===== config.mk =====
export PLATFORM = sky130hd
export DESIGN_NAME = cfg_access_port
export DESIGN_NICKNAME = d
export VERILOG_FILES = /design/src/rtl/cfg_port_pkg.sv /design/src/rtl/cfg_regs.sv /design/src/rtl/cfg_bdf_filter.sv /design/src/rtl/cfg_xact_fsm.sv /design/src/rtl/cfg_access_port.sv
export SDC_FILE = /design/constraint.sdc
export NUM_CORES = 1
export LEC_CHECK = 0
export BUFFER_PORTS_ARGS = -buffer_cell sky130_fd_sc_hd__buf_2
export CORE_ASPECT_RATIO = 0.5
export CORE_MARGIN = 10
export CORE_UTILIZATION = 45
export DETAILED_ROUTE_END_ITERATION = 8
export PLACE_DENSITY = 0.8
export SLEW_MARGIN = 20
export SYNTH_ARGS = -nofsm -noshare
export SYNTH_HDL_FRONTEND = slang
export SYNTH_SLANG_ARGS = --single-unit

===== constraint.sdc =====
create_clock -name clk -period 4.4 [get_ports clk]
set_clock_uncertainty 0.15 [all_clocks]
set_input_delay 0 -clock clk [delete_from_list [all_inputs] [get_ports clk]]
set_output_delay 0 -clock clk [all_outputs]
set_load 0.005 [all_outputs]

===== src/rtl/cfg_port_pkg.sv =====
// Shared types for the indirect configuration access port.
// Assumes a 32-bit host data path and fixed field placement in the
// configuration address word and the status word.
package cfg_port_pkg;
    localparam int WORD_W = 32;
    localparam int BUS_W  = 8;
    localparam int DEV_W  = 5;
    localparam int FN_W   = 3;
    localparam int DW_W   = 6;
    localparam int EXT_W  = 4;

    // Configuration address word, bit 31 down to bit 0
    typedef struct packed {
        logic             en;
        logic [2:0]       rsvd_hi;
        logic [EXT_W-1:0] ext;
        logic [BUS_W-1:0] bus;
        logic [DEV_W-1:0] dev;
        logic [FN_W-1:0]  fn;
        logic [DW_W-1:0]  dw;
        logic [1:0]       rsvd_lo;
    } cfg_addr_t;

    // Status word, bit 31 down to bit 0
    typedef struct packed {
        logic [10:0]      rsvd_hi;
        logic [DEV_W-1:0] dev;
        logic [BUS_W-1:0] bus;
        logic [6:0]       rsvd_lo;
        logic             link_down;
    } cfg_stat_t;

    typedef enum logic [1:0] {
        XS_IDLE = 2'd0,
        XS_REQ  = 2'd1,
        XS_RSP  = 2'd2
    } xact_state_t;

    localparam logic [WORD_W-1:0] ALL_ONES = '1;

    // Clears the reserved bits of a host-written address word
    function automatic cfg_addr_t scrub_addr(input logic [WORD_W-1:0] w);
        cfg_addr_t a;
        a = cfg_addr_t'(w);
        a.rsvd_hi = '0;
        a.rsvd_lo = '0;
        return a;
    endfunction
endpackage


===== src/rtl/cfg_regs.sv =====
// Address and status registers of the configuration access port, with
// the read-data multiplexer for the non-data offsets.
// Assumes the caller qualifies wr_en with host_valid and host_we.
module cfg_regs
    import cfg_port_pkg::*;
#(
    parameter int                 HOST_AW  = 8,
    parameter logic [HOST_AW-1:0] ADDR_OFF = '0,
    parameter logic [HOST_AW-1:0] STAT_OFF = HOST_AW'(16)
) (
    input  logic               clk,
    input  logic               rst_n,
    input  logic               wr_en,
    input  logic [HOST_AW-1:0] acc_addr,
    input  logic [WORD_W-1:0]  wr_data,
    input  logic               link_up,
    output cfg_addr_t          addr_q,
    output logic [BUS_W-1:0]   loc_bus,
    output logic [DEV_W-1:0]   loc_dev,
    output logic [WORD_W-1:0]  reg_rdata
);
    logic      wr_addr_reg;
    logic      wr_stat_reg;
    cfg_stat_t wr_stat;
    cfg_stat_t stat_view;

    assign wr_addr_reg = wr_en && (acc_addr == ADDR_OFF);
    assign wr_stat_reg = wr_en && (acc_addr == STAT_OFF);
    assign wr_stat     = cfg_stat_t'(wr_data);

    // Holds the configuration address word written by the host
    always_ff @(posedge clk) begin
        if (!rst_n) begin
            addr_q <= '0;
        end else if (wr_addr_reg) begin
            addr_q <= scrub_addr(wr_data);
        end
    end

    // Holds the programmable local bus and device numbers
    always_ff @(posedge clk) begin
        if (!rst_n) begin
            loc_bus <= '0;
            loc_dev <= '0;
        end else if (wr_stat_reg) begin
            loc_bus <= wr_stat.bus;
            loc_dev <= wr_stat.dev;
        end
    end

    // Assembles the status view with the live link indication
    always_comb begin
        stat_view           = '0;
        stat_view.dev       = loc_dev;
        stat_view.bus       = loc_bus;
        stat_view.link_down = !link_up;
    end

    // Selects read data for the address, status and unmapped offsets
    always_comb begin
        if (acc_addr == ADDR_OFF) begin
            reg_rdata = addr_q;
        end else if (acc_addr == STAT_OFF) begin
            reg_rdata = stat_view;
        end else begin
            reg_rdata = '0;
        end
    end

    AST_ADDR_HOLD: assert property (@(posedge clk) disable iff (!rst_n)
        !wr_addr_reg |=> $stable(addr_q));
    AST_STAT_HOLD: assert property (@(posedge clk) disable iff (!rst_n)
        !wr_stat_reg |=> ($stable(loc_bus) && $stable(loc_dev)));
endmodule


===== src/rtl/cfg_bdf_filter.sv =====
// Decides whether a configuration target cannot exist on the local bus.
// Assumes only the local device and one peer live on the local bus.
// FILTER_EN = 0 builds a pass-through variant that never filters.
module cfg_bdf_filter
    import cfg_port_pkg::*;
#(
    parameter bit FILTER_EN = 1'b1
) (
    input  logic [BUS_W-1:0] tgt_bus,
    input  logic [DEV_W-1:0] tgt_dev,
    input  logic [BUS_W-1:0] loc_bus,
    input  logic [DEV_W-1:0] loc_dev,
    output logic             blocked
);
    generate
        if (FILTER_EN) begin : g_filter
            logic             on_local_bus;
            logic             is_self;
            logic [DEV_W-1:0] peer_dev;

            // Derives the single peer permitted beside the local device
            always_comb begin
                on_local_bus = (tgt_bus == loc_bus);
                is_self      = (tgt_dev == loc_dev);
                peer_dev     = (loc_dev == '0) ? DEV_W'(1) : '0;
                blocked      = on_local_bus && !is_self && (tgt_dev != peer_dev);
            end
        end else begin : g_pass
            assign blocked = 1'b0;
        end
    endgenerate
endmodule


===== src/rtl/cfg_xact_fsm.sv =====
// Sequences one data-register access. Disabled or filtered accesses
// complete locally in the cycle presented. Others issue one downstream
// request and stall the host until the response arrives.
// Assumes the host holds its access until completion.
module cfg_xact_fsm
    import cfg_port_pkg::*;
(
    input  logic              clk,
    input  logic              rst_n,
    input  logic              start,
    input  logic              acc_we,
    input  logic [WORD_W-1:0] acc_wdata,
    input  cfg_addr_t         cfg,
    input  logic              blocked,
    output logic              dn_req_valid,
    input  logic              dn_req_ready,
    output logic [WORD_W-1:0] dn_req_addr,
    output logic              dn_req_we,
    output logic [WORD_W-1:0] dn_req_wdata,
    input  logic              dn_rsp_valid,
    input  logic [WORD_W-1:0] dn_rsp_data,
    input  logic              dn_rsp_err,
    output logic              done,
    output logic [WORD_W-1:0] done_rdata,
    output logic              done_err
);
    xact_state_t state;
    logic        forward;

    assign forward      = start && cfg.en && !blocked;
    assign dn_req_valid = (state == XS_REQ);

    // Advances the transaction state and captures the request fields
    always_ff @(posedge clk) begin
        if (!rst_n) begin
            state        <= XS_IDLE;
            dn_req_addr  <= '0;
            dn_req_we    <= 1'b0;
            dn_req_wdata <= '0;
        end else begin
            case (state)
                XS_IDLE: if (forward) begin
                    state        <= XS_REQ;
                    dn_req_addr  <= cfg;
                    dn_req_we    <= acc_we;
                    dn_req_wdata <= acc_wdata;
                end
                XS_REQ:  if (dn_req_ready) state <= XS_RSP;
                XS_RSP:  if (dn_rsp_valid) state <= XS_IDLE;
                default: state <= XS_IDLE;
            endcase
        end
    end

    // Produces the host completion for local and forwarded accesses
    always_comb begin
        done       = 1'b0;
        done_rdata = '0;
        done_err   = 1'b0;
        case (state)
            XS_IDLE: if (start && !forward) begin
                done       = 1'b1;
                done_rdata = ALL_ONES;
                done_err   = cfg.en;
            end
            XS_RSP: if (dn_rsp_valid) begin
                done       = 1'b1;
                done_rdata = dn_rsp_data;
                done_err   = dn_rsp_err;
            end
            default: ;
        endcase
    end

    AST_REQ_STABLE: assert property (@(posedge clk) disable iff (!rst_n)
        (dn_req_valid && !dn_req_ready) |=> (dn_req_valid && $stable(dn_req_addr)
            && $stable(dn_req_we) && $stable(dn_req_wdata)));
    AST_LOCAL_NO_REQ: assert property (@(posedge clk) disable iff (!rst_n)
        ((state == XS_IDLE) && start && (!cfg.en || blocked)) |=> !dn_req_valid);
    AST_SINGLE_REQ: assert property (@(posedge clk) disable iff (!rst_n)
        (dn_req_valid && dn_req_ready) |=> !dn_req_valid);
    AST_STALL_WHILE_REQ: assert property (@(posedge clk) disable iff (!rst_n)
        dn_req_valid |-> !done);
endmodule


===== src/rtl/cfg_access_port.sv =====
// Top of the indirect configuration access port. Decodes host offsets,
// routes data-register accesses to the transaction sequencer and other
// offsets to the register block.
// Assumes one host access at a time, held until host_ready.
module cfg_access_port
    import cfg_port_pkg::*;
#(
    parameter int                 HOST_AW      = 8,
    parameter logic [HOST_AW-1:0] ADDR_REG_OFF = '0,
    parameter logic [HOST_AW-1:0] STAT_REG_OFF = HOST_AW'(16)
) (
    input  logic               clk,
    input  logic               rst_n,
    input  logic               link_up,
    input  logic               host_valid,
    input  logic               host_we,
    input  logic [HOST_AW-1:0] host_addr,
    input  logic [WORD_W-1:0]  host_wdata,
    output logic               host_ready,
    output logic [WORD_W-1:0]  host_rdata,
    output logic               host_err,
    output logic               dn_req_valid,
    input  logic               dn_req_ready,
    output logic [WORD_W-1:0]  dn_req_addr,
    output logic               dn_req_we,
    output logic [WORD_W-1:0]  dn_req_wdata,
    input  logic               dn_rsp_valid,
    input  logic [WORD_W-1:0]  dn_rsp_data,
    input  logic               dn_rsp_err
);
    localparam logic [HOST_AW-1:0] DATA_REG_OFF = ADDR_REG_OFF + HOST_AW'(4);

    logic              data_sel;
    logic              xact_start;
    logic              reg_wr;
    cfg_addr_t         addr_q;
    logic [BUS_W-1:0]  loc_bus;
    logic [DEV_W-1:0]  loc_dev;
    logic [WORD_W-1:0] reg_rdata;
    logic              blocked;
    logic              xact_done;
    logic [WORD_W-1:0] xact_rdata;
    logic              xact_err;

    assign data_sel   = (host_addr == DATA_REG_OFF);
    assign xact_start = host_valid && data_sel;
    assign reg_wr     = host_valid && host_we && !data_sel;

    cfg_regs #(
        .HOST_AW  (HOST_AW),
        .ADDR_OFF (ADDR_REG_OFF),
        .STAT_OFF (STAT_REG_OFF)
    ) u_regs (
        .clk       (clk),
        .rst_n     (rst_n),
        .wr_en     (reg_wr),
        .acc_addr  (host_addr),
        .wr_data   (host_wdata),
        .link_up   (link_up),
        .addr_q    (addr_q),
        .loc_bus   (loc_bus),
        .loc_dev   (loc_dev),
        .reg_rdata (reg_rdata)
    );

    cfg_bdf_filter #(
        .FILTER_EN (1'b1)
    ) u_filter (
        .tgt_bus (addr_q.bus),
        .tgt_dev (addr_q.dev),
        .loc_bus (loc_bus),
        .loc_dev (loc_dev),
        .blocked (blocked)
    );

    cfg_xact_fsm u_fsm (
        .clk          (clk),
        .rst_n        (rst_n),
        .start        (xact_start),
        .acc_we       (host_we),
        .acc_wdata    (host_wdata),
        .cfg          (addr_q),
        .blocked      (blocked),
        .dn_req_valid (dn_req_valid),
        .dn_req_ready (dn_req_ready),
        .dn_req_addr  (dn_req_addr),
        .dn_req_we    (dn_req_we),
        .dn_req_wdata (dn_req_wdata),
        .dn_rsp_valid (dn_rsp_valid),
        .dn_rsp_data  (dn_rsp_data),
        .dn_rsp_err   (dn_rsp_err),
        .done         (xact_done),
        .done_rdata   (xact_rdata),
        .done_err     (xact_err)
    );

    // Merges the completion of data accesses and register accesses
    always_comb begin
        host_ready = data_sel ? xact_done : 1'b1;
        host_rdata = data_sel ? xact_rdata : reg_rdata;
        host_err   = data_sel && xact_err;
    end

    AST_FILTER_LOCAL_ONLY: assert property (@(posedge clk) disable iff (!rst_n)
        blocked |-> ((addr_q.bus == loc_bus) && (addr_q.dev != loc_dev)));
    AST_REG_NO_ERR: assert property (@(posedge clk) disable iff (!rst_n)
        (host_valid && !data_sel) |-> (host_ready && !host_err));
endmodule


==> impl_metrics.tcl, run 1 <==
set metrics [dict create \
    status "finished clean" \
    dpl_worst_slack_ns 1.419 \
    hold_viol_final 0 \
    fp.dieArea_sq_um 16460 \
    ctsResizeCount 0 \
    synth_area_sq_um 5179 \
    postCtsSetupBuffers 0 \
    worstPathArrival_ns 2.94 \
    viasPerCell 5.308 \
    ys_warn_count 0 \
    utilization_pct 59.96 \
    io-pin-count 180 \
    gp_congestion 0.9094 \
    path_class "flip-flop to output port" \
    start_util_pct 46.59 \
    syn_area_per_cell_sq_um 7.992 \
    dieHeight_um 95.86 \
    die_w_um 171.7 \
    grt_max_degree 99 \
    drv_cap 0 \
    yosysTopAreaCellShare_pct 39.43 \
    grt_usage_pct 19.20 \
    r2r_setup_slack_ns 1.34 \
    tns_ns 0 \
    fill_cells 966 \
    fmaxAchievable_ghz 0.3234 \
    ys_seq_area_share_pct 39.43 \
    port_buffers 174 \
    grt_overflow 0 \
    drive_gt1_share_pct 26.33 \
    ir_drop_mv 0.2360 \
    max_stage_delay_ns 0.79 \
    cp-start-kind "flip-flop" \
    first_pass_iters 5 \
    drtAntennaViolNets 0 \
    cts_tree "built" \
    p_total_mw 1.908 \
    clk_latency_ns 0.36 \
    first_global_vias 4865 \
    drv_slew 0 \
    drt_iter0_markers 320 \
    grt_setup_unrepaired "no" \
    required_ns 4.25 \
    period_minus_slack_ns 3.092 \
    tightestPinTransition_ns 1.061 \
    routedWlPerCell_um 17.08 \
    cts.sink_count 102 \
    yosys.area.top_type "dfxtp_1" \
    dpl.hpwl_um 11650 \
    setup_viol 0 \
    cp-end-kind "output port" \
    async_flop_share_pct 0 \
    period_share_pct 70.28 \
    p_per_area_nw_per_um2 286.3 \
    syn2layout_area_growth_pct 28.68 \
    via_count 5165 \
    cp_top_family "simple AND/OR/NAND/NOR gates" \
    netlist_top_cells_count "nand2_1, dfxtp_1, o21ai_0" \
    yosysMostFrequentCell "nand2_1" \
    htreeDepth 3 \
    synth-edff-count 0 \
    antenna_found_initial 2 \
    crit_path_max_fanout 14 \
    leakage_nw 2.735 \
    crit_path_top_delay_cell "nor2_1" \
    synth.distinct_cells 45 \
    max_slew_margin_pct 28.97 \
    cts_buffers 9 \
    rows 27 \
    wl_um 16610 \
    hold_class "input port to output port" \
    synth_flop_cell "dfxtp_1" \
    synth.area.top_cells "dfxtp_1, nand2_1, nor2b_1" \
    nNetsFinal 899 \
    ys_ff_latch 102 \
    cts.clk_slew.worst_paths_ns 0.08 \
    whs_ns 0.1171 \
    crit_chain "xnor2_1 -> nand3_1 -> o211ai_1 -> o21ai_4 -> nor2_1 -> a21oi_1 -> buf_2" \
    synthCells 648 \
    core-area_sq_um 11110 \
    crit_buf_inv 1 \
    drc 0 \
    setup_slack_ns 1.308 \
    ctsRootBufferMaster "clkbuf_16" \
    cts_max_path_buffers 2 \
    grt_pass1_wl_um 25400 \
]
==> per-stage QoR <==
| stage | instance area (sq um) | cells |
|---|---|---|
| 2_1_floorplan | 5194 | 652 |
| 3_3_place_gp | 5987 | 918 |
| 3_5_place_dp | 5987 | 918 |
| 4_1_cts | 6654 | 969 |
| 5_1_grt | 6659 | 971 |
| 6_report | 6664 | 973 |
==> flip-flops by register name, summed over array words and instances (netlist names) <==
signal and count:
u_fsm.dn_req_addr 27, u_regs.addr_q 27, u_fsm.state 2, u_regs.loc_dev 5, u_regs.loc_bus 8, u_fsm.dn_req_wdata 32
u_fsm.dn_req_we 1
==> cell families after synthesis <==
group | share of synthesized area, %
AND/OR/NAND/NOR | 25.66
XOR/XNOR | 2.199
multiplexers | 5.629
AO/OA/AOI/OAI | 20.39
other | 0.07241
buffers and inverters | 6.620
flip-flops | 39.43
==> metal layers <==
| metal | vias up | track usage, % | wire length (um) |
|---|---|---|---|
| li1 | 2568 | - | - |
| met1 | 2388 | 22.51 | 6980 |
| met5 | - | 0 | 0 |
| met3 | 39 | 5.186 | 1090 |
| met4 | 0 | 9.490 | 475 |
| met2 | 170 | 32.37 | 8068 |
==> cell type report <==
cell class / instances / area (sq um) / area share [%]
diodes: 4 / 10.01 / 0.1502
clock buffers: 9 / 225.2 / 3.380
clock inverters: 7 / 91.34 / 1.371
inverters: 2 / 7.507 / 0.1127
multi-input cells: 489 / 2825 / 42.40
flip-flops and latches: 102 / 2042 / 30.64
well taps: 145 / 181.4 / 2.722
repair buffers: 215 / 1281 / 19.23
==> report_power, final <==
part / total, mW / internal (mW) / switching, mW
registers: 0.923 / 0.922 / 0.000316
logic: 0.146 / 0.0657 / 0.0801
clock network: 0.839 / 0.455 / 0.384
==> path summary, 6_finish.rpt <==
path / depth (start not counted) / end / from
min: 3 / host_rdata[29] / dn_rsp_data[29]
max reg2reg: 7 / u_fsm.dn_req_wdata[29]$_SDFFE_PN0P_ / u_regs.loc_dev[1]$_SDFFE_PN0P_
max: 7 / host_rdata[23] / u_regs.addr_q[13]$_SDFFE_PN0P_
min reg2reg: 2 / u_fsm.dn_req_wdata[17]$_SDFFE_PN0P_ / u_fsm.dn_req_wdata[17]$_SDFFE_PN0P_
==> placed cells by master, fill, tap and decap left out, drive strengths merged, types with 3 or more instances in the layout <==
cell         instances
nand2              103
nor2b               55
a211oi              22
nand2b               6
mux2i               28
nor3                 5
a21o                 4
xor2                 8
clkbuf               9
dfxtp              102
a21oi               48
diode                4
conb                 5
o21ai               82
or3                  4
inv                  5
a21boi              15
nor4                 3
nand3               61
xnor2                5
dlygate4sd3         35
buf                180
nor2                23
==> timing repair <==
| action | CTS | global route |
|---|---|---|
| hold buffers | 35 | 0 |
| endpoints found under the setup margin | 0 | 0 |
| endpoints found under the hold margin | 75 | 0 |
==> tightest hold or removal path, stage by stage <==
cell	delay [ns]
buf_2	0.07
a21o_1	0.09
buf_2	0.10
No activity file was read; power rests on OpenSTA's default activity.
==> inputs of run 2 (changes only) <==
- ABC_AREA: not set -> 1
- PLACE_DENSITY: 0.8 -> 0.84
- clock period: 4.4 -> 2.7 ns (I/O delays scaled with it)
==> run 2 against run 1 <==
  * Register-to-register slack lost 0.86 ns
  * Power rose by 52%
  * Final area fell by 4.0%
  * Final cell count is 7.2% higher
  * Sequential share of layout area up 1.3 points
  * Count of clock-buffer cells in the layout up 2
  * Critical path type unchanged
==> impl_metrics.tcl, run 2 <==
set metrics [dict create \
    dpl.hpwl_um 12980 \
    hold_class "input port to output port" \
    drive_gt1_share_pct 23.26 \
    synthCells 719 \
    setup_slack_ns 0.2657 \
    period_minus_slack_ns 2.434 \
    p_total_mw 2.902 \
    max_stage_delay_ns 0.39 \
    ctsRootBufferMaster "clkbuf_16" \
    crit_path_max_fanout 33 \
    dpl_worst_slack_ns 0.4264 \
    period_share_pct 90.16 \
    hold_viol_final 0 \
    nNetsFinal 978 \
    required_ns 2.55 \
    grt_usage_pct 22.89 \
    antenna_found_initial 0 \
    rr_startpoint "u_regs.addr_q[13]$_SDFFE_PN0P_" \
    clk_latency_ns 0.34 \
    cp-end-kind "output port" \
    synth-edff-count 0 \
    routedWlPerCell_um 18.14 \
    path_class "flip-flop to output port" \
    syn_area_per_cell_sq_um 6.715 \
    io-pin-count 180 \
    grt_pass1_wl_um 29210 \
    fp.dieArea_sq_um 15520 \
    reg.largest.list "u_fsm.dn_req_wdata: 32 flops, u_fsm.dn_req_addr: 27 flops, u_regs.addr_q: 27 flops" \
    crit_chain "inv_1 -> nand2_1 -> nand2_1 -> nor2_1 -> nand2_1 -> nor2_1 -> nand3_2 -> nand2_1 -> nand3_4 -> nand2_1 -> nand2_1 -> nand2_1 -> buf_2" \
    synth_flop_cell "dfxtp_1" \
    dieHeight_um 93.25 \
    largest_reg_flops 32 \
    port_buffers 174 \
    multi_input_area_sq_um 2318 \
    ff_latch_area_sq_um 2042 \
    syn2layout_area_growth_pct 32.44 \
    yosysMostFrequentCell "nand2_1" \
    setup.worst_path.end "host_rdata[0]" \
    ys_warn_count 0 \
    drtAntennaViolNets 0 \
    setup_viol 0 \
    mostFrequentLayoutCell "nand2_1" \
    regMostFlops "u_fsm.dn_req_wdata" \
    ys_ff_latch 102 \
    layout_common_cells "nand2_1, buf_2, a21oi_1" \
    fill_cells 886 \
    yosys.area.top_type "dfxtp_1" \
    fmaxAchievable_ghz 0.4108 \
    status "finished clean" \
    crit_path_top_delay_cell "dfxtp_1" \
    htreeDepth 3 \
    cts_tree "built" \
    cp_top_family "simple AND/OR/NAND/NOR gates" \
    synth.area.top_cells "dfxtp_1, nand2_1, a21oi_1" \
    fin_cells 1043 \
    start_util_pct 46.67 \
    cts_max_path_buffers 2 \
    via_count 5682 \
    tightestPinTransition_ns 0.7001 \
    cts.sink_count 102 \
    synth.distinct_cells 21 \
    drc 0 \
    rows 26 \
    synth_area_sq_um 4828 \
    ir_drop_mv 0.3798 \
    cts_buffers 9 \
    gp_congestion 0.9256 \
    async_flop_share_pct 0 \
    critPathMostFrequentCell "nand2_1" \
    wl_um 18920 \
    drv_cap 0 \
    r2r-end "u_fsm.dn_req_wdata[18]$_SDFFE_PN0P_" \
    viasPerCell 5.448 \
    yosysTopAreaCellShare_pct 42.29 \
    reg2reg_depth 9 \
    core-area_sq_um 10340 \
    leakage_nw 2.975 \
    crit_buf_inv 2 \
    worstSetupStartpoint "u_regs.addr_q[23]$_SDFFE_PN0P_" \
    max_slew_margin_pct 53.33 \
    diodes 0 \
    placed_cells 991 \
    grt_setup_unrepaired "yes" \
    grt_max_degree 61 \
    p_per_area_nw_per_um2 453.8 \
    r2r_setup_slack_ns 0.48 \
    utilization_pct 61.82 \
    cp-start-kind "flip-flop" \
    min_from "dn_rsp_data[28]" \
    drt_iter0_markers 845 \
    first_global_vias 5302 \
    tns_ns 0 \
    drv_slew 0 \
    crit_cells 13 \
    worstPathArrival_ns 2.28 \
    die_w_um 166.5 \
    ys_seq_area_share_pct 42.29 \
    first_pass_iters 6 \
    cts.clk_slew.worst_paths_ns 0.07 \
    grt_overflow 0 \
    netlist_top_cells_count "nand2_1, a21oi_1, dfxtp_1" \
]
[run 2: cell types whose count changed in the layout (fill, tap and decap cells not counted), moves of 13 or more]
cell      previous run  this run
a21oi_1             48       108
nand3_1             61         7
nand2_1            103       237
nand4_1              1        61
mux2i_1             28         0
nor2b_1             55         0
inv_1                2        65
o21ai_0             64        33
a211oi_1            13         0
o22ai_1              0        13
[run 2: metrics by stage]
stage	cell area, sq um	hold slack [ns]
after floorplan	4843	-0.04132
after global placement	5749	0.1177
after detailed placement	5749	0.1217
after CTS	6387	0.1759
after global routing	6395	0.2010
final	6395	0.1745
[run 2: area by class of cell]
| type | count | area share, % |
|---|---|---|
| tap | 140 | 2.739 |
| clock inverter | 5 | 0.7044 |
| timing repair buffer | 222 | 20.86 |
| multi-input combinational | 497 | 36.26 |
| clock buffer | 11 | 3.639 |
| inverter | 66 | 3.874 |
| sequential | 102 | 31.93 |
[run 2: cell families after synthesis]
kind of cell | Yosys count | synth area share [%]
AND/OR/NAND/NOR | 330 | 29.80
AO/OA/AOI/OAI | 161 | 17.03
buffers and inverters | 124 | 10.62
flip-flops | 102 | 42.29
XOR/XNOR | 1 | 0.1814
other | 1 | 0.07767
[run 2: worst min path at each step]
stage | end | slack (ns) | cells past startpoint
after floorplan | host_err | -0.04 | 2
after global placement | u_fsm.state[1]$_SDFFE_PN0P_ | 0.12 | 3
after detailed placement | u_fsm.state[1]$_SDFFE_PN0P_ | 0.12 | 3
after CTS | host_rdata[1] | 0.18 | 4
after global routing | host_rdata[1] | 0.20 | 4
final | host_rdata[28] | 0.17 | 4
[run 2: tightest hold or removal path, stage by stage]
cell,delay [ns]
buf_2,0.10
nand2_1,0.05
a21oi_1,0.05
buf_2,0.12
[run 2: repair_timing]
action / CTS / global route
gates resized for setup: 0 / 1
hold buffers: 36 / 0
endpoints found under the setup margin: 0 / 33
buffers inserted: 0 / 0
hold endpoints to repair: 91 / 0
[run 2: metal layers]
layer	up-vias	wire (um)	global-route usage [%]
met3	56	2694	7.937
li1	2720	-	-
met2	362	7753	32.79
met4	0	574	8.430
met1	2544	7898	31.06
met5	-	0	0
[run 2: power breakdown]
group	internal (mW)	switching, mW
registers	1.50	0.000613
clock network	0.638	0.582
logic	0.0855	0.0927
total	2.23	0.675
